## src/rtl/lpc_pkg.sv

```systemverilog
package lpc_pkg;
  typedef enum logic [1:0] {
    ST_NORMAL = 2'd0,
    ST_LOOP   = 2'd1,
    ST_DRAIN  = 2'd2
  } mode_e;
endpackage

```

## src/rtl/lpc_rx_polarity.sv

```systemverilog
module lpc_rx_polarity #(
  parameter int SYM_W = 10
) (
  input  logic [SYM_W-1:0] rx_code,
  input  logic             rx_inv,
  output logic [SYM_W-1:0] rx_fix
);
  // per-bit conditional inversion
  for (genvar b = 0; b < SYM_W; b++) begin : g_bit
    assign rx_fix[b] = rx_code[b] ^ rx_inv;
  end
endmodule

```

## src/rtl/lpc_idle_counter.sv

```systemverilog
module lpc_idle_counter #(
  parameter int              SYM_W    = 10,
  parameter int              MIN_IDLE = 3,
  parameter logic [SYM_W-1:0] IDLE_N  = 10'b0011110100,
  parameter logic [SYM_W-1:0] IDLE_P  = 10'b1100001011
) (
  input  logic             clk,
  input  logic             rst,
  input  logic             echo_en,
  input  logic [SYM_W-1:0] echo_sym,
  output logic             enough
);
  localparam int CNT_W = $clog2(MIN_IDLE + 1);
  localparam logic [CNT_W-1:0] CNT_MAX = CNT_W'(MIN_IDLE);

  logic [CNT_W-1:0] cnt;
  logic             is_idle;

  assign is_idle = (echo_sym == IDLE_N) || (echo_sym == IDLE_P);

  always_ff @(posedge clk) begin
    if (rst) begin
      cnt <= '0;
    end else if (!echo_en || !is_idle) begin
      cnt <= '0;
    end else if (cnt != CNT_MAX) begin
      cnt <= cnt + 1'b1;
    end
  end

  assign enough = (cnt == CNT_MAX);

  // a non-idle echo leaves the count below the threshold
  a_r6_restart: assert property (@(posedge clk) disable iff (rst)
    (echo_en && !is_idle) |=> !enough);
endmodule

```

## src/rtl/lpc_mode_fsm.sv

```systemverilog
module lpc_mode_fsm
  import lpc_pkg::*;
#(
  parameter int              PWR_W   = 2,
  parameter logic [PWR_W-1:0] P0_CODE = '0
) (
  input  logic             clk,
  input  logic             rst,
  input  logic [PWR_W-1:0] pwr_state,
  input  logic             lpbk_req,
  input  logic             idle_req,
  input  logic             enough,
  output mode_e            mode_q,
  output mode_e            mode_d,
  output logic             drain_done
);
  logic in_p0;
  assign in_p0 = (pwr_state == P0_CODE);

  always_comb begin
    mode_d     = mode_q;
    drain_done = 1'b0;
    if (!in_p0) begin
      mode_d = ST_NORMAL;
    end else begin
      unique case (mode_q)
        ST_NORMAL: if (lpbk_req) mode_d = ST_LOOP;
        ST_LOOP:   if (!lpbk_req && idle_req) mode_d = ST_DRAIN;
        ST_DRAIN: begin
          if (idle_req && enough) begin
            mode_d     = ST_NORMAL;
            drain_done = 1'b1;
          end
        end
        default: mode_d = ST_NORMAL;
      endcase
    end
  end

  always_ff @(posedge clk) begin
    if (rst) mode_q <= ST_NORMAL;
    else     mode_q <= mode_d;
  end

  // loopback is only entered from normal with request in P0
  a_r1_enter_p0: assert property (@(posedge clk) disable iff (rst)
    (mode_q == ST_NORMAL && mode_d != ST_NORMAL) |-> (in_p0 && lpbk_req));

  // outside P0 the next mode is normal
  a_r7_leave_p0: assert property (@(posedge clk) disable iff (rst)
    !in_p0 |=> (mode_q == ST_NORMAL));

  // drain only finishes once the idle count is met
  a_r5_drain_gate: assert property (@(posedge clk) disable iff (rst)
    (mode_q == ST_DRAIN && mode_d == ST_NORMAL && in_p0) |-> enough);
endmodule

```

## src/rtl/lane_loopback_ctrl.sv

```systemverilog
module lane_loopback_ctrl
  import lpc_pkg::*;
#(
  parameter int SYM_W    = 10,
  parameter int PWR_W    = 2,
  parameter int MIN_IDLE = 3
) (
  input  logic             clk,
  input  logic             rst,
  input  logic [PWR_W-1:0] pwr_state,
  input  logic             lpbk_req,
  input  logic             idle_req,
  input  logic             rx_inv,
  input  logic [SYM_W-1:0] rx_code,
  input  logic [SYM_W-1:0] tx_mac,
  output logic [SYM_W-1:0] rx_to_mac,
  output logic [SYM_W-1:0] tx_code,
  output logic             tx_elec_idle,
  output logic             lpbk_active
);
  logic [SYM_W-1:0] rx_fix;
  logic             enough;
  logic             drain_done;
  logic             echo_en;
  mode_e            mode_q, mode_d;

  lpc_rx_polarity #(.SYM_W(SYM_W)) u_pol (
    .rx_code (rx_code),
    .rx_inv  (rx_inv),
    .rx_fix  (rx_fix)
  );

  lpc_mode_fsm #(.PWR_W(PWR_W), .P0_CODE('0)) u_fsm (
    .clk        (clk),
    .rst        (rst),
    .pwr_state  (pwr_state),
    .lpbk_req   (lpbk_req),
    .idle_req   (idle_req),
    .enough     (enough),
    .mode_q     (mode_q),
    .mode_d     (mode_d),
    .drain_done (drain_done)
  );

  assign echo_en = (mode_d != ST_NORMAL);

  lpc_idle_counter #(.SYM_W(SYM_W), .MIN_IDLE(MIN_IDLE)) u_cnt (
    .clk      (clk),
    .rst      (rst),
    .echo_en  (echo_en),
    .echo_sym (rx_fix),
    .enough   (enough)
  );

  always_ff @(posedge clk) begin
    if (rst) begin
      rx_to_mac    <= '0;
      tx_code      <= '0;
      tx_elec_idle <= 1'b1;
    end else begin
      rx_to_mac    <= rx_fix;
      tx_code      <= echo_en ? rx_fix : tx_mac;
      tx_elec_idle <= drain_done | (!echo_en && idle_req);
    end
  end

  assign lpbk_active = (mode_q != ST_NORMAL);

  // while looping, transmit carries the previous corrected receive code
  a_r2_echo: assert property (@(posedge clk) disable iff (rst)
    lpbk_active |-> (tx_code == rx_to_mac));

  // transmitter never idles while the loop is still active
  a_r5_no_idle_in_loop: assert property (@(posedge clk) disable iff (rst)
    lpbk_active |-> !tx_elec_idle);
endmodule

```

## config.mk

```make
export PLATFORM = sky130hd
export DESIGN_NAME = lane_loopback_ctrl
export DESIGN_NICKNAME = d
export VERILOG_FILES = /design/src/rtl/lpc_pkg.sv /design/src/rtl/lpc_rx_polarity.sv /design/src/rtl/lpc_idle_counter.sv /design/src/rtl/lpc_mode_fsm.sv /design/src/rtl/lane_loopback_ctrl.sv
export SDC_FILE = /design/constraint.sdc
export NUM_CORES = 1
export LEC_CHECK = 0
export ABC_AREA = 1
export ABC_CLOCK_PERIOD_IN_PS = 1800
export BUFFER_PORTS_ARGS = -buffer_cell sky130_fd_sc_hd__clkbuf_2
export CAP_MARGIN = 10
export CORE_UTILIZATION = 46
export DETAILED_ROUTE_END_ITERATION = 12
export PLACE_DENSITY = 0.77
export SLEW_MARGIN = 40
export SYNTH_ARGS = -nofsm -noshare
export SYNTH_HDL_FRONTEND = slang
export SYNTH_SLANG_ARGS = --single-unit
```

## constraint.sdc

```tcl
create_clock -name clk -period 1.8 [get_ports clk]
set_clock_uncertainty 0.1 [all_clocks]
set_input_delay 0.18 -clock clk [delete_from_list [all_inputs] [get_ports clk]]
set_output_delay 0.18 -clock clk [all_outputs]
set_load 0.1 [all_outputs]
```

Yosys cells after proc, flatten, opt, wreduce, memory -nomap -nowiden
Index checks and enable logic that the tools add are counted.
- bits in writable memories: 0
- bits of input ports: 27
- output and inout bits: 22
- register bits after elaboration: 25
- bits in latches: 0
- memories kept: 0
- logic and storage cells: 45
- ROM bits: 0
- divide/modulo/power cells: 0
- add/subtract/negate cells: 1
- shift-type cells: 0
- bitwise operators: 11
- reductions and logical operators: 13
- magnitude comparators: 0
- multipliers: 0
- equality and inequality tests: 6
- muxes and demuxes: 9
- operators with widths (kind ; number):
    10-bit equality test, second input constant ; 1
    10-bit by 8-bit equality test with 1-bit output, second input constant ; 1
    10-bit two-way mux ; 1
    1-bit XOR ; 10
    2-bit two-way mux ; 4
    2-bit case mux with 3 select lines ; 1
    2-bit equality test, second input constant ; 2
    2-bit zero test ; 2
    2-bit nonzero test ; 2
    1-bit logical AND ; 3
    1-bit zero test ; 3
    1-bit two-way mux ; 3
    2-bit by 1-bit adder with 2-bit output, second input constant ; 1
    2-bit by 1-bit equality test with 1-bit output, second input constant ; 1
    1-bit logical OR ; 2
    2-bit != test, second input constant ; 1
    2-bit OR reduction ; 1
    1-bit OR ; 1

Logic depth before layout (Yosys ltp)
Gate-level depths: netlist of the first run.
- word-level depth: 9
- gate-level depth with buffers: 11
- mapped depth without buffers: 10

Cells and area by module
From an unflattened synthesis of the first run, not the netlist that was laid out.
- cells, all modules: 197
- area total of the unflattened synthesis: 1239.9 µm²
- by module, submodules not included (module ; times used ; cells each ; sequential area each (µm²) ; area an instance (µm²)):
    lane_loopback_ctrl ; 1 ; 101 ; 420.4 ; 764.5
    lpc_idle_counter ; 1 ; 33 ; 40.0 ; 186.4
    lpc_rx_polarity ; 1 ; 42 ; 0.0 ; 167.7
    lpc_mode_fsm ; 1 ; 21 ; 40.0 ; 121.4

Worst setup path after synthesis of the first run
No wires, ideal clock.
- kind: flip-flop to flip-flop
- from: register u_cnt.cnt[0]
- to: register tx_code[0]
- library setup time: 0.116 ns
- arrival time: 1.157 ns
- stages on the path, launching flop included: 10
- period minus slack after synthesis: 1.373 ns
- buffers on the path: 1
- slack: 0.427 ns
- data required time: 1.584 ns
- cell sequence: dfxtp_1 -> ha_1 -> nand2_1 -> nand3_1 -> nand2_1 -> nand2_1 -> nand2_1 -> buf_2 -> o21ai_0 -> nor2_1
- word-level cells in the longest chain between the ends: 7
- ends and longest elaborated chain (item ; RTL line ; text):
    from (decl) ; lpc_idle_counter.sv:16 ; logic [CNT_W-1:0] cnt;
    from (signal assigned) ; lpc_idle_counter.sv:27 ; cnt <= cnt + 1'b1;
    2-bit equality test ; lpc_idle_counter.sv:31 ; assign enough = (cnt == CNT_MAX);
    1-bit logical AND ; lpc_mode_fsm.sv:30 ; if (idle_req && enough) begin
    2-bit two-way mux ; lpc_mode_fsm.sv:30 ;
    2-bit case mux with 3 select lines ; lpc_mode_fsm.sv:26 ; unique case (mode_q)
    2-bit two-way mux ; lpc_mode_fsm.sv:23 ; if (!in_p0) begin
    2-bit nonzero test ; lane_loopback_ctrl.sv:45 ; assign echo_en = (mode_d != ST_NORMAL);
    10-bit two-way mux ; lane_loopback_ctrl.sv:62 ; tx_code <= echo_en ? rx_fix : tx_mac;
    to (signal assigned) ; lane_loopback_ctrl.sv:62 ;
    to (decl) ; lane_loopback_ctrl.sv:17 ; output logic [SYM_W-1:0] tx_code,
Every way passes these cells.
A chain may end at the register's enable or synchronous reset.

Worst setup path after layout of the first run
- from: register u_cnt.cnt[0]
- to: register tx_code[2]
Same word-level chain as after synthesis.

==> impl_metrics.prom, run 1 <==
# TYPE chip_impl_metric gauge
chip_impl_metric{name="synth_warnings",unit=""} 0
chip_impl_info{name="grt_setup_unrepaired",value="no"} 1
chip_impl_metric{name="largest_net_degree_at_the_start_of_global_routing",unit=""} 18
chip_impl_metric{name="critical_path_arrival",unit="ns"} 1.71
chip_impl_metric{name="drt-vias-per-instance",unit=""} 4.73
chip_impl_metric{name="finalCriticalPeriod",unit="ns"} 1.60
chip_impl_info{name="critical_path_startpoint_category",value="flop"} 1
chip_impl_metric{name="synth.avg_cell_area",unit="sq um"} 6.74
chip_impl_metric{name="antenna-diode-count",unit=""} 0
chip_impl_metric{name="dieArea",unit="sq mm"} 0.00277
chip_impl_info{name="synth_largest_area_cell",value="dfxtp_1"} 1
chip_impl_metric{name="crit_fanout",unit=""} 7
chip_impl_metric{name="drc_errors",unit=""} 0
chip_impl_metric{name="dp.final_hpwl",unit="um"} 1980
chip_impl_metric{name="yosysUniqueCellTypes",unit=""} 22
chip_impl_metric{name="first_global_vias",unit=""} 968
chip_impl_metric{name="cts_post_setup_buffers_inserted",unit=""} 0
chip_impl_metric{name="grt_pass1_wl",unit="um"} 3980
chip_impl_metric{name="gp_congestion",unit=""} 0.758
chip_impl_metric{name="worst_skew_pair.late_latency",unit="ns"} 0.32
chip_impl_metric{name="final_hold_viol_count",unit=""} 0
chip_impl_metric{name="post_route_antenna_net_violation_count",unit=""} 0
chip_impl_metric{name="post_drt_wl_per_cell",unit="um"} 9.84
chip_impl_metric{name="dieHeight",unit="um"} 52.6
chip_impl_metric{name="drt_pass1_iterations",unit=""} 5
chip_impl_metric{name="numClockSinks",unit=""} 25
chip_impl_metric{name="wl_final",unit="um"} 2460
chip_impl_metric{name="drt-initial-drc-count",unit=""} 23
chip_impl_metric{name="fp.dieW",unit="um"} 52.6
chip_impl_metric{name="vdd_ir_drop_max",unit="mV"} 0.547
chip_impl_metric{name="ys_seq_elements",unit=""} 25
chip_impl_metric{name="io_pins",unit=""} 49
chip_impl_metric{name="antenna_found_initial",unit=""} 0
chip_impl_metric{name="cts-buffers-inserted",unit=""} 3
chip_impl_metric{name="grt.total_usage",unit="%"} 19.2
chip_impl_metric{name="cts_htree_levels",unit=""} 1
chip_impl_metric{name="yosys.area.top_type_share",unit="%"} 42.5
chip_impl_metric{name="layout_worst_path_cycle_share",unit="%"} 88.6
chip_impl_metric{name="num_rows",unit=""} 17
chip_impl_metric{name="buffer_ports.inserted",unit=""} 48
chip_impl_info{name="synth_area_leaders",value="dfxtp_1, nand2_1, nor2_1, inv_1, o21ai_0"} 1
chip_impl_metric{name="required",unit="ns"} 1.92
chip_impl_metric{name="cts.reportedPaths.clkPinSlew",unit="ns"} 0.14
chip_impl_metric{name="vias",unit=""} 1182
chip_impl_metric{name="worst-slew-pin-transition",unit="ns"} 0.548
chip_impl_metric{name="seq_area_frac_synth",unit="%"} 42.5
chip_impl_metric{name="start_util",unit="%"} 50.8
chip_impl_info{name="worst_hold_path_type",value="in -> reg"} 1
chip_impl_metric{name="cap_viol_max_count",unit=""} 0
chip_impl_info{name="endpoint_kind",value="flop"} 1
chip_impl_metric{name="syn_nets",unit=""} 203
chip_impl_metric{name="power-per-cell-area",unit="mW/mm^2"} 881
chip_impl_metric{name="power.static_leakage",unit="nW"} 0.834
chip_impl_info{name="path_class",value="reg -> reg"} 1
chip_impl_metric{name="post_synth_instance_area",unit="sq mm"} 0.00118
chip_impl_metric{name="setup_slack_after_placement",unit="ns"} 0.193
chip_impl_metric{name="max_freq",unit="MHz"} 627
chip_impl_info{name="run_status",value="completed"} 1
chip_impl_metric{name="setup_slack",unit="ns"} 0.204
chip_impl_metric{name="finish.net_count",unit=""} 251
chip_impl_metric{name="clockBufferDepth",unit=""} 2
chip_impl_metric{name="grt.overflow.total",unit=""} 0
chip_impl_metric{name="synth_cells",unit=""} 175
chip_impl_metric{name="drive_gt1_share",unit="%"} 29.7
chip_impl_info{name="clock_tree.root_cell",value="clkbuf_4"} 1
chip_impl_metric{name="design.core.area",unit="sq mm"} 0.00232
chip_impl_metric{name="maxSlewViolCount",unit=""} 0
chip_impl_metric{name="total_power",unit="mW"} 1.27
chip_impl_metric{name="finalSetupViolations",unit=""} 0
chip_impl_metric{name="setup-tns-final",unit="ns"} 0
chip_impl_metric{name="syn2layout_area_growth",unit="%"} 22.2
chip_impl_metric{name="hold_ws",unit="ns"} 0.00503
chip_impl_info{name="tritoncts",value="yes"} 1
chip_impl_metric{name="slew_headroom",unit="%"} 63.6
-- worst paths after layout --
| path | from | endpoint | slack [ns] | cells after the start |
|---|---|---|---|---|
| max | u_cnt.cnt[0]$_SDFFE_PP0P_ | tx_code[2]$_SDFF_PP0_ | 0.20 | 9 |
| min | idle_req | tx_elec_idle$_SDFF_PP1_ | 0.005 | 3 |
| max reg2reg | u_cnt.cnt[0]$_SDFFE_PP0P_ | tx_code[2]$_SDFF_PP0_ | 0.20 | 9 |
| min reg2reg | u_cnt.cnt[1]$_SDFFE_PP0P_ | u_cnt.cnt[1]$_SDFFE_PP0P_ | 0.46 | 2 |
-- power breakdown --
part | internal (mW) | switching, mW | total (mW)
logic | 0.0763 | 0.348 | 0.424
clock network | 0.0832 | 0.167 | 0.250
registers | 0.586 | 0.00825 | 0.595
total | 0.746 | 0.523 | 1.27
-- timing repair --
item / in CTS / in global routing
hold buffers: 0 / 0
resized for setup: 0 / 3
endpoints found under the setup margin: 0 / 7
-- critical path, cell delays in order, from the launching register on --
cell	delay, ns
dfxtp_1	0.37
ha_1	0.22
nand2_1	0.06
nand3_1	0.07
nand2_1	0.05
nand2_1	0.11
nand2_2	0.14
buf_4	0.18
o21ai_0	0.13
nor2_1	0.07
-- state kept, by name, indices dropped and copies added, names as in the netlist --
register      count
rx_to_mac        10
tx_code          10
tx_elec_idle      1
u_cnt.cnt         2
u_fsm.mode_q      2
-- routing by layer --
metal | vias to the layer above | global-route usage (%) | share of wire, %
li1 | 624 | - | -
met1 | 515 | 24.6 | 45
met2 | 39 | 33.3 | 48
met3 | 4 | 3.19 | 6.9
met4 | 0 | 3.95 | 0.77
met5 | - | 0 | 0
-- through the flow --
stage / cells / instance area (sq um) / util [%]
2_1_floorplan: 175 / 1180 / -
3_3_place_gp: 245 / 1400 / 60.3
3_5_place_dp: 245 / 1400 / 60.3
4_1_cts: 249 / 1430 / 61.5
5_1_grt: 250 / 1440 / 62.1
6_report: 250 / 1440 / 62.1
-- Yosys cell counts (all sizes together) --
master   n
dfxtp   25
o21ai   11
nor2    39
inv     19
clkbuf   1
ha       1
mux2i    1
buf      6
nand2   62
nand4    1
xor2     1
nand3    6
a21oi    2
-- cell type report --
| type | instances | area [sq um] |
|---|---|---|
| Multi-Input combinational cell | 124 | 539 |
| Timing Repair Buffer | 49 | 248 |
| Tap cell | 28 | 35.0 |
| Clock inverter | 1 | 5.00 |
| Inverter | 19 | 82.6 |
| Clock buffer | 3 | 22.5 |
| Timing Repair inverter | 1 | 7.51 |
| Fill cell | 241 | 878 |
| Sequential cell | 25 | 500 |
-- kinds of logic (layout without fill, tap and decap cells) --
family | Yosys count | in the layout | synth area share [%]
AOI/OAI and AO/OA | 13 | 13 | 5.52
xor gates and xnor gates | 1 | 1 | 0.743
buffers and inverters | 26 | 73 | 12.0
adders and majority gates | 1 | 1 | 1.06
and+or+nand+nor | 108 | 108 | 37.4
DFF | 25 | 25 | 42.5
muxes | 1 | 1 | 0.849
-- placed cells by master, fill, tap and decap left out, drive strengths merged --
cell and instances:
a21oi 2, buf 1, clkbuf 51, clkinv 1
clkinvlp 2, dfxtp 25, ha 1, inv 18
mux2i 1, nand2 62, nand3 6, nand4 1
nor2 39, o21ai 11, xor2 1
No activity file was read; power rests on OpenSTA's default activity.
==> run 2: changes to the inputs <==
Settings changed: ABC_CLOCK_PERIOD_IN_PS 1800 to 1700.
Clock period 1.8 ns to 1.7 ns, I/O delays scaled along.
==> run 2 against run 1 <==
  * The flow now finishes with violations (hold timing)
  * Cell count is 0.40% higher
  * Largest power group unchanged
  * Routed wire length about the same
  * Sequential share of layout area fell by 0.27 points
  * Largest cell class unchanged
  * Sequential power grew 5.7%
  * Critical path type unchanged
  * Count of clock-buffer cells in the layout stayed put
  * First-iteration DRC count shrank 30%
==> impl_metrics.prom, run 2 (synthesis gave the netlist of run 1 again) <==
# TYPE chip_impl_metric gauge
chip_impl_info{name="grt_setup_unrepaired",value="no"} 1
chip_impl_metric{name="layout_worst_path_cycle_share",unit="%"} 90.5
chip_impl_metric{name="finalSetupViolations",unit=""} 0
chip_impl_metric{name="required",unit="ns"} 1.83
chip_impl_metric{name="dr_wl_met2",unit="um"} 1210
chip_impl_metric{name="drive_gt1_share",unit="%"} 29.6
chip_impl_metric{name="post_drt_wl_per_cell",unit="um"} 9.81
chip_impl_info{name="top_signal_layer_used",value="met4"} 1
chip_impl_metric{name="syn2layout_area_growth",unit="%"} 23.1
chip_impl_metric{name="slew_headroom",unit="%"} 63.8
chip_impl_metric{name="dp.final_hpwl",unit="um"} 1900
chip_impl_metric{name="numClockSinks",unit=""} 25
chip_impl_info{name="worst_hold_path_type",value="in -> reg"} 1
chip_impl_metric{name="p_sw_share",unit="%"} 40.8
chip_impl_metric{name="cap_viol_max_count",unit=""} 0
chip_impl_metric{name="met1_length",unit="um"} 1120
chip_impl_metric{name="share_clk_of_total_power",unit="%"} 19.3
chip_impl_metric{name="layout.area.seq",unit="sq um"} 500
chip_impl_metric{name="buffer_ports.inserted",unit=""} 48
chip_impl_metric{name="post_route_antenna_net_violation_count",unit=""} 0
chip_impl_metric{name="maxSlewViolCount",unit=""} 0
chip_impl_info{name="mostFrequentLayoutCells",value="nand2_1, clkbuf_2, nor2_1"} 1
chip_impl_info{name="worst_setup_path_startpoint",value="u_cnt.cnt[0]$_SDFFE_PP0P_"} 1
chip_impl_metric{name="hold_ws",unit="ns"} -0.00498
chip_impl_metric{name="gp_congestion",unit=""} 0.740
chip_impl_metric{name="dieHeight",unit="um"} 52.6
chip_impl_info{name="layout_commonest_cell",value="nand2_1"} 1
chip_impl_metric{name="final_hold_viol_count",unit=""} 3
chip_impl_metric{name="max_freq",unit="MHz"} 650
chip_impl_metric{name="antenna-diode-count",unit=""} 0
chip_impl_metric{name="fp.dieW",unit="um"} 52.6
chip_impl_metric{name="design.core.area",unit="sq mm"} 0.00232
chip_impl_metric{name="drc_errors",unit=""} 0
chip_impl_metric{name="combined_area_of_the_multi_input_logic_cells",unit="sq um"} 542
chip_impl_metric{name="drt-initial-drc-count",unit=""} 16
chip_impl_info{name="endpoint_kind",value="flop"} 1
chip_impl_metric{name="cts.reportedPaths.clkPinSlew",unit="ns"} 0.14
chip_impl_metric{name="vdd_ir_drop_max",unit="mV"} 0.567
chip_impl_metric{name="finalNonFillerCells",unit=""} 251
chip_impl_metric{name="placedCellCount",unit=""} 245
chip_impl_metric{name="drt_pass1_iterations",unit=""} 4
chip_impl_metric{name="first_global_vias",unit=""} 984
chip_impl_metric{name="dieArea",unit="sq mm"} 0.00277
chip_impl_metric{name="cts_htree_levels",unit=""} 1
chip_impl_info{name="hp-start",value="tx_mac[2]"} 1
chip_impl_metric{name="worst-slew-pin-transition",unit="ns"} 0.546
chip_impl_metric{name="io_pins",unit=""} 49
chip_impl_info{name="violations_in_the_final_reports",value="hold timing"} 1
chip_impl_metric{name="comb_power_share",unit="%"} 33.7
chip_impl_info{name="largest_registers_in_the_final_layout",value="rx_to_mac (10), tx_code (10)"} 1
chip_impl_metric{name="grt_pass1_wl",unit="um"} 3990
chip_impl_metric{name="grt.overflow.total",unit=""} 0
chip_impl_metric{name="power_frac_seq",unit="%"} 47.0
chip_impl_metric{name="vias",unit=""} 1200
chip_impl_metric{name="finalCriticalPeriod",unit="ns"} 1.54
chip_impl_metric{name="num_rows",unit=""} 17
chip_impl_info{name="tritoncts",value="yes"} 1
chip_impl_metric{name="grt.total_usage",unit="%"} 19.4
chip_impl_metric{name="wl_final",unit="um"} 2460
chip_impl_info{name="crit-reg2reg-launch",value="u_cnt.cnt[0]$_SDFFE_PP0P_"} 1
chip_impl_metric{name="power-per-cell-area",unit="mW/mm^2"} 922
chip_impl_info{name="critical_path_startpoint_category",value="flop"} 1
chip_impl_metric{name="clockBufferDepth",unit=""} 2
chip_impl_metric{name="largest_net_degree_at_the_start_of_global_routing",unit=""} 18
chip_impl_metric{name="drt-vias-per-instance",unit=""} 4.78
chip_impl_metric{name="critical_path_arrival",unit="ns"} 1.67
chip_impl_metric{name="worst_skew_pair.late_latency",unit="ns"} 0.31
chip_impl_info{name="clock_tree.root_cell",value="clkbuf_4"} 1
chip_impl_metric{name="antenna_found_initial",unit=""} 0
chip_impl_metric{name="setup-tns-final",unit="ns"} 0
chip_impl_metric{name="cts-buffers-inserted",unit=""} 3
chip_impl_info{name="path_class",value="reg -> reg"} 1
chip_impl_metric{name="start_util",unit="%"} 50.8
chip_impl_metric{name="fillerInstances",unit=""} 239
chip_impl_metric{name="p_switching",unit="mW"} 0.546
chip_impl_metric{name="finish.net_count",unit=""} 252
chip_impl_metric{name="power.static_leakage",unit="nW"} 0.841
chip_impl_metric{name="crit_fanout",unit=""} 6
chip_impl_info{name="run_status",value="complete, but fails checks"} 1
chip_impl_metric{name="internal_power",unit="mW"} 0.792
chip_impl_metric{name="routed-wl-met3",unit="um"} 117
-- run 2: final cells by class --
| cell class | count | area share, % |
|---|---|---|
| clock inverter | 1 | 0.345 |
| timing repair buffer | 51 | 18.4 |
| sequential | 25 | 34.5 |
| tap | 28 | 2.41 |
| inverter | 19 | 5.43 |
| clock buffer | 3 | 1.55 |
| multi-input combinational | 124 | 37.3 |
-- run 2: repair_timing --
action	in CTS	in global routing
hold buffers	2	0
endpoints found under the hold margin	2	0
buffers inserted	0	0
setup endpoints to repair	0	11
resized for setup	0	4
-- run 2: layer usage --
layer  vias up  GRT usage (%)
li1        622              -
met1       538           24.6
met2        35           34.6
met3         5           2.61
met4         0           3.95
met5         -              0
-- run 2: per-stage QoR --
| step | setup WS (ns) | cell area [sq um] | hold WS [ns] | power, mW | utilization (%) |
|---|---|---|---|---|---|
| 6_report | 0.161 | 1450 | -0.00498 | 1.34 | 62.6 |
| 3_3_place_gp | 0.177 | 1400 | 0.328 | 1.09 | 60.3 |
| 3_5_place_dp | 0.0999 | 1400 | 0.328 | 1.09 | 60.3 |
| 5_1_grt | 0.0291 | 1450 | 0.0136 | 1.40 | 62.6 |
| 4_1_cts | 0.0801 | 1450 | 0.00453 | 1.34 | 62.4 |
| 2_1_floorplan | 0.327 | 1180 | 0.139 | 1.01 | - |
-- run 2: path summary, 6_finish.rpt --
check	endpoint	slack (ns)	depth (start not counted)
min	tx_code[2]$_SDFF_PP0_	-0.005	3
max reg2reg	tx_code[7]$_SDFF_PP0_	0.16	9
min reg2reg	u_cnt.cnt[0]$_SDFFE_PP0P_	0.47	2
max	tx_code[7]$_SDFF_PP0_	0.16	9
-- run 2: worst max-delay path, cell delays in order (launching register included) --
cell and delay (ns):
dfxtp_1 0.37, ha_2 0.21, nand2_1 0.05, nand3_1 0.06, nand2_1 0.05, nand2_1 0.12, nand2_2 0.11, buf_4 0.17
o21ai_0 0.16, nor2_1 0.05
-- run 2: power by group through the flow --
stage               Combinational [mW]  Sequential [mW]  Clock (mW)
floorplan                        0.118            0.893           0
global placement                 0.444            0.642           0
detailed placement               0.448            0.643           0
CTS                              0.452            0.630       0.261
global route                     0.480            0.633       0.283
finish                           0.451            0.629       0.258
==> run 3: changes to the inputs <==
Settings changed: CELL_PAD_IN_SITES_DETAIL_PLACEMENT from default to 0, CELL_PAD_IN_SITES_GLOBAL_PLACEMENT from default to 1, CORE_UTILIZATION 46 to 31, PLACE_DENSITY 0.77 to default, PLACE_DENSITY_LB_ADDON from default to 0.1.
==> run 3 against run 2 <==
  * Design area increased by 1.5%
  * Die area increased by 46%
  * Highest routed layer unchanged
  * Critical path type unchanged
  * Critical endpoint is now tx_code[2]$_SDFF_PP0_
  * Largest cell class unchanged
  * Count of clock-buffer cells in the layout unchanged
  * Global-route usage shrank 4.9 points
  * First-iteration DRC count fell by 6.3%
  * The flow now finishes without violations
==> impl_metrics.prom, run 3 (synthesis gave the netlist of run 1 again) <==
# TYPE chip_impl_metric gauge
chip_impl_info{name="run_status",value="completed"} 1
chip_impl_metric{name="largest_net_degree_at_the_start_of_global_routing",unit=""} 18
chip_impl_info{name="r2r_end",value="tx_code[2]$_SDFF_PP0_"} 1
chip_impl_metric{name="vias",unit=""} 1164
chip_impl_metric{name="placedInstanceArea",unit="sq mm"} 0.00142
chip_impl_info{name="crit-reg2reg-launch",value="u_cnt.cnt[0]$_SDFFE_PP0P_"} 1
chip_impl_metric{name="placedCellCount",unit=""} 265
chip_impl_metric{name="dp.final_hpwl",unit="um"} 2140
chip_impl_metric{name="io_pins",unit=""} 49
chip_impl_metric{name="crit_fanout",unit=""} 10
chip_impl_metric{name="final_hold_viol_count",unit=""} 0
chip_impl_metric{name="max_freq",unit="MHz"} 667
chip_impl_metric{name="drt-initial-drc-count",unit=""} 15
chip_impl_metric{name="setup.reg_to_reg.worst_slack",unit="ns"} 0.20
chip_impl_metric{name="maxSlewViolCount",unit=""} 0
chip_impl_metric{name="cap_viol_max_count",unit=""} 0
chip_impl_metric{name="dieHeight",unit="um"} 63.7
chip_impl_metric{name="drt-vias-per-instance",unit=""} 4.33
chip_impl_metric{name="cts_htree_levels",unit=""} 1
chip_impl_metric{name="finalSetupViolations",unit=""} 0
chip_impl_metric{name="dieArea",unit="sq mm"} 0.00405
chip_impl_metric{name="antenna_found_initial",unit=""} 0
chip_impl_metric{name="slew_headroom",unit="%"} 63.8
chip_impl_metric{name="syn2layout_area_growth",unit="%"} 24.9
chip_impl_metric{name="wl_final",unit="um"} 2590
chip_impl_metric{name="power.static_leakage",unit="nW"} 0.840
chip_impl_metric{name="layout_worst_path_cycle_share",unit="%"} 88.2
chip_impl_info{name="clock_tree.root_cell",value="clkbuf_8"} 1
chip_impl_metric{name="cts_post_setup_buffers_inserted",unit=""} 0
chip_impl_metric{name="gp_congestion",unit=""} 0.742
chip_impl_metric{name="start_util",unit="%"} 32.2
chip_impl_metric{name="drive_gt1_share",unit="%"} 29.0
chip_impl_metric{name="num_rows",unit=""} 22
chip_impl_metric{name="drc_errors",unit=""} 0
chip_impl_metric{name="combined_area_of_the_multi_input_logic_cells",unit="sq um"} 537
chip_impl_info{name="path_class",value="reg -> reg"} 1
chip_impl_metric{name="cts-resized-gates",unit=""} 0
chip_impl_metric{name="layout.core_utilization",unit="%"} 40.2
chip_impl_metric{name="worst_skew_pair.late_latency",unit="ns"} 0.26
chip_impl_metric{name="grt.overflow.total",unit=""} 0
chip_impl_metric{name="worst-slew-pin-transition",unit="ns"} 0.545
chip_impl_metric{name="finalCriticalPeriod",unit="ns"} 1.50
chip_impl_metric{name="fillerInstances",unit=""} 430
chip_impl_metric{name="post_drt_wl_per_cell",unit="um"} 9.61
chip_impl_metric{name="setup-tns-final",unit="ns"} 0
chip_impl_metric{name="antenna-diode-count",unit=""} 0
chip_impl_metric{name="buffer_ports.inserted",unit=""} 48
chip_impl_info{name="grt_setup_unrepaired",value="no"} 1
chip_impl_metric{name="finish.net_count",unit=""} 250
chip_impl_metric{name="first_global_vias",unit=""} 1148
chip_impl_metric{name="cts.reportedPaths.clkPinSlew",unit="ns"} 0.09
chip_impl_metric{name="required",unit="ns"} 1.77
chip_impl_info{name="largest_registers_in_the_final_layout",value="rx_to_mac (10), tx_code (10)"} 1
chip_impl_metric{name="power-per-cell-area",unit="mW/mm^2"} 964
chip_impl_metric{name="layout.area.seq",unit="sq um"} 500
chip_impl_info{name="tritoncts",value="yes"} 1
chip_impl_metric{name="grt.total_usage",unit="%"} 14.5
chip_impl_info{name="worst_hold_path_type",value="in -> reg"} 1
chip_impl_metric{name="vdd_ir_drop_max",unit="mV"} 0.299
chip_impl_info{name="endpoint_kind",value="flop"} 1
chip_impl_info{name="hp-start",value="tx_mac[4]"} 1
chip_impl_metric{name="drt_pass1_iterations",unit=""} 4
chip_impl_metric{name="numClockSinks",unit=""} 25
chip_impl_metric{name="post_route_antenna_net_violation_count",unit=""} 0
chip_impl_metric{name="fp.dieW",unit="um"} 63.7
chip_impl_info{name="min_delay_worst_endpoint",value="tx_code[4]$_SDFF_PP0_"} 1
chip_impl_metric{name="finalNonFillerCells",unit=""} 269
chip_impl_metric{name="min_delay_path_depth",unit=""} 3
chip_impl_info{name="mostFrequentLayoutCells",value="nand2_1, clkbuf_2, nor2_1"} 1
chip_impl_metric{name="design.core.area",unit="sq mm"} 0.00366
chip_impl_metric{name="grt_pass1_wl",unit="um"} 4560
chip_impl_info{name="layout_commonest_cell",value="nand2_1"} 1
chip_impl_metric{name="cts-buffers-inserted",unit=""} 3
chip_impl_info{name="critical_path_startpoint_category",value="flop"} 1
chip_impl_metric{name="holdBufCountCts",unit=""} 0
chip_impl_metric{name="postLayoutCellArea",unit="sq mm"} 0.00147
chip_impl_metric{name="reg2regPathDepth",unit=""} 9
chip_impl_metric{name="critical_path_arrival",unit="ns"} 1.56
chip_impl_metric{name="clockBufferDepth",unit=""} 2
run 3: cell count changes in the layout (fill, tap and decap cells not counted), sizes merged:
cell	before	now
dlygate4sd3	2	0
clkinv	1	0
clkinvlp	0	1
run 3: worst max path at each step:
stage / startpoint / end / slack, ns
floorplan: u_cnt.cnt[0]$_SDFFE_PP0P_ / tx_code[0]$_SDFF_PP0_ / 0.33
global placement: rx_inv / u_cnt.cnt[1]$_SDFFE_PP0P_ / 0.22
detailed placement: rx_inv / u_cnt.cnt[1]$_SDFFE_PP0P_ / 0.18
CTS: u_cnt.cnt[0]$_SDFFE_PP0P_ / tx_code[2]$_SDFF_PP0_ / 0.20
global route: u_cnt.cnt[0]$_SDFFE_PP0P_ / tx_code[3]$_SDFF_PP0_ / 0.03
finish: u_cnt.cnt[0]$_SDFFE_PP0P_ / tx_code[2]$_SDFF_PP0_ / 0.20
run 3: worst max-delay path: stages (launching register included):
cell and delay (ns):
dfxtp_1 0.35, ha_1 0.22, nand2_1 0.06, nand3_1 0.06, nand2_1 0.05, nand2_1 0.09, nand2_1 0.08, buf_4 0.17
o21ai_0 0.16, nor2_1 0.05
run 3: area by class of cell:
class | instances | share of cell area, %
Multi-Input combinational cell | 124 | 36.4
Sequential cell | 25 | 34.0
Timing Repair Buffer | 49 | 16.8
Inverter | 19 | 5.35
Tap cell | 48 | 4.08
Clock buffer | 3 | 2.80
Clock inverter | 1 | 0.510
run 3: stage by stage:
stage          total power, mW  hold WS [ns]  setup WS, ns
2_1_floorplan             1.01         0.139         0.327
3_3_place_gp              1.09         0.326         0.222
3_5_place_dp              1.10         0.324         0.176
4_1_cts                   1.44        0.0402         0.203
5_1_grt                   1.50        0.0444        0.0251
6_report                  1.42        0.0430         0.201
run 3: metal layers:
layer / GRT usage [%] / part of all wire [%]
met3: 1.63 / 3.3
met2: 27.4 / 51
met5: 0 / 0
met1: 15.9 / 45
met4: 6.82 / 1.1
run 3: report_power, final:
group          internal, mW  switching, mW
Clock                 0.166          0.178
Combinational        0.0802          0.367
Sequential            0.620        0.00914
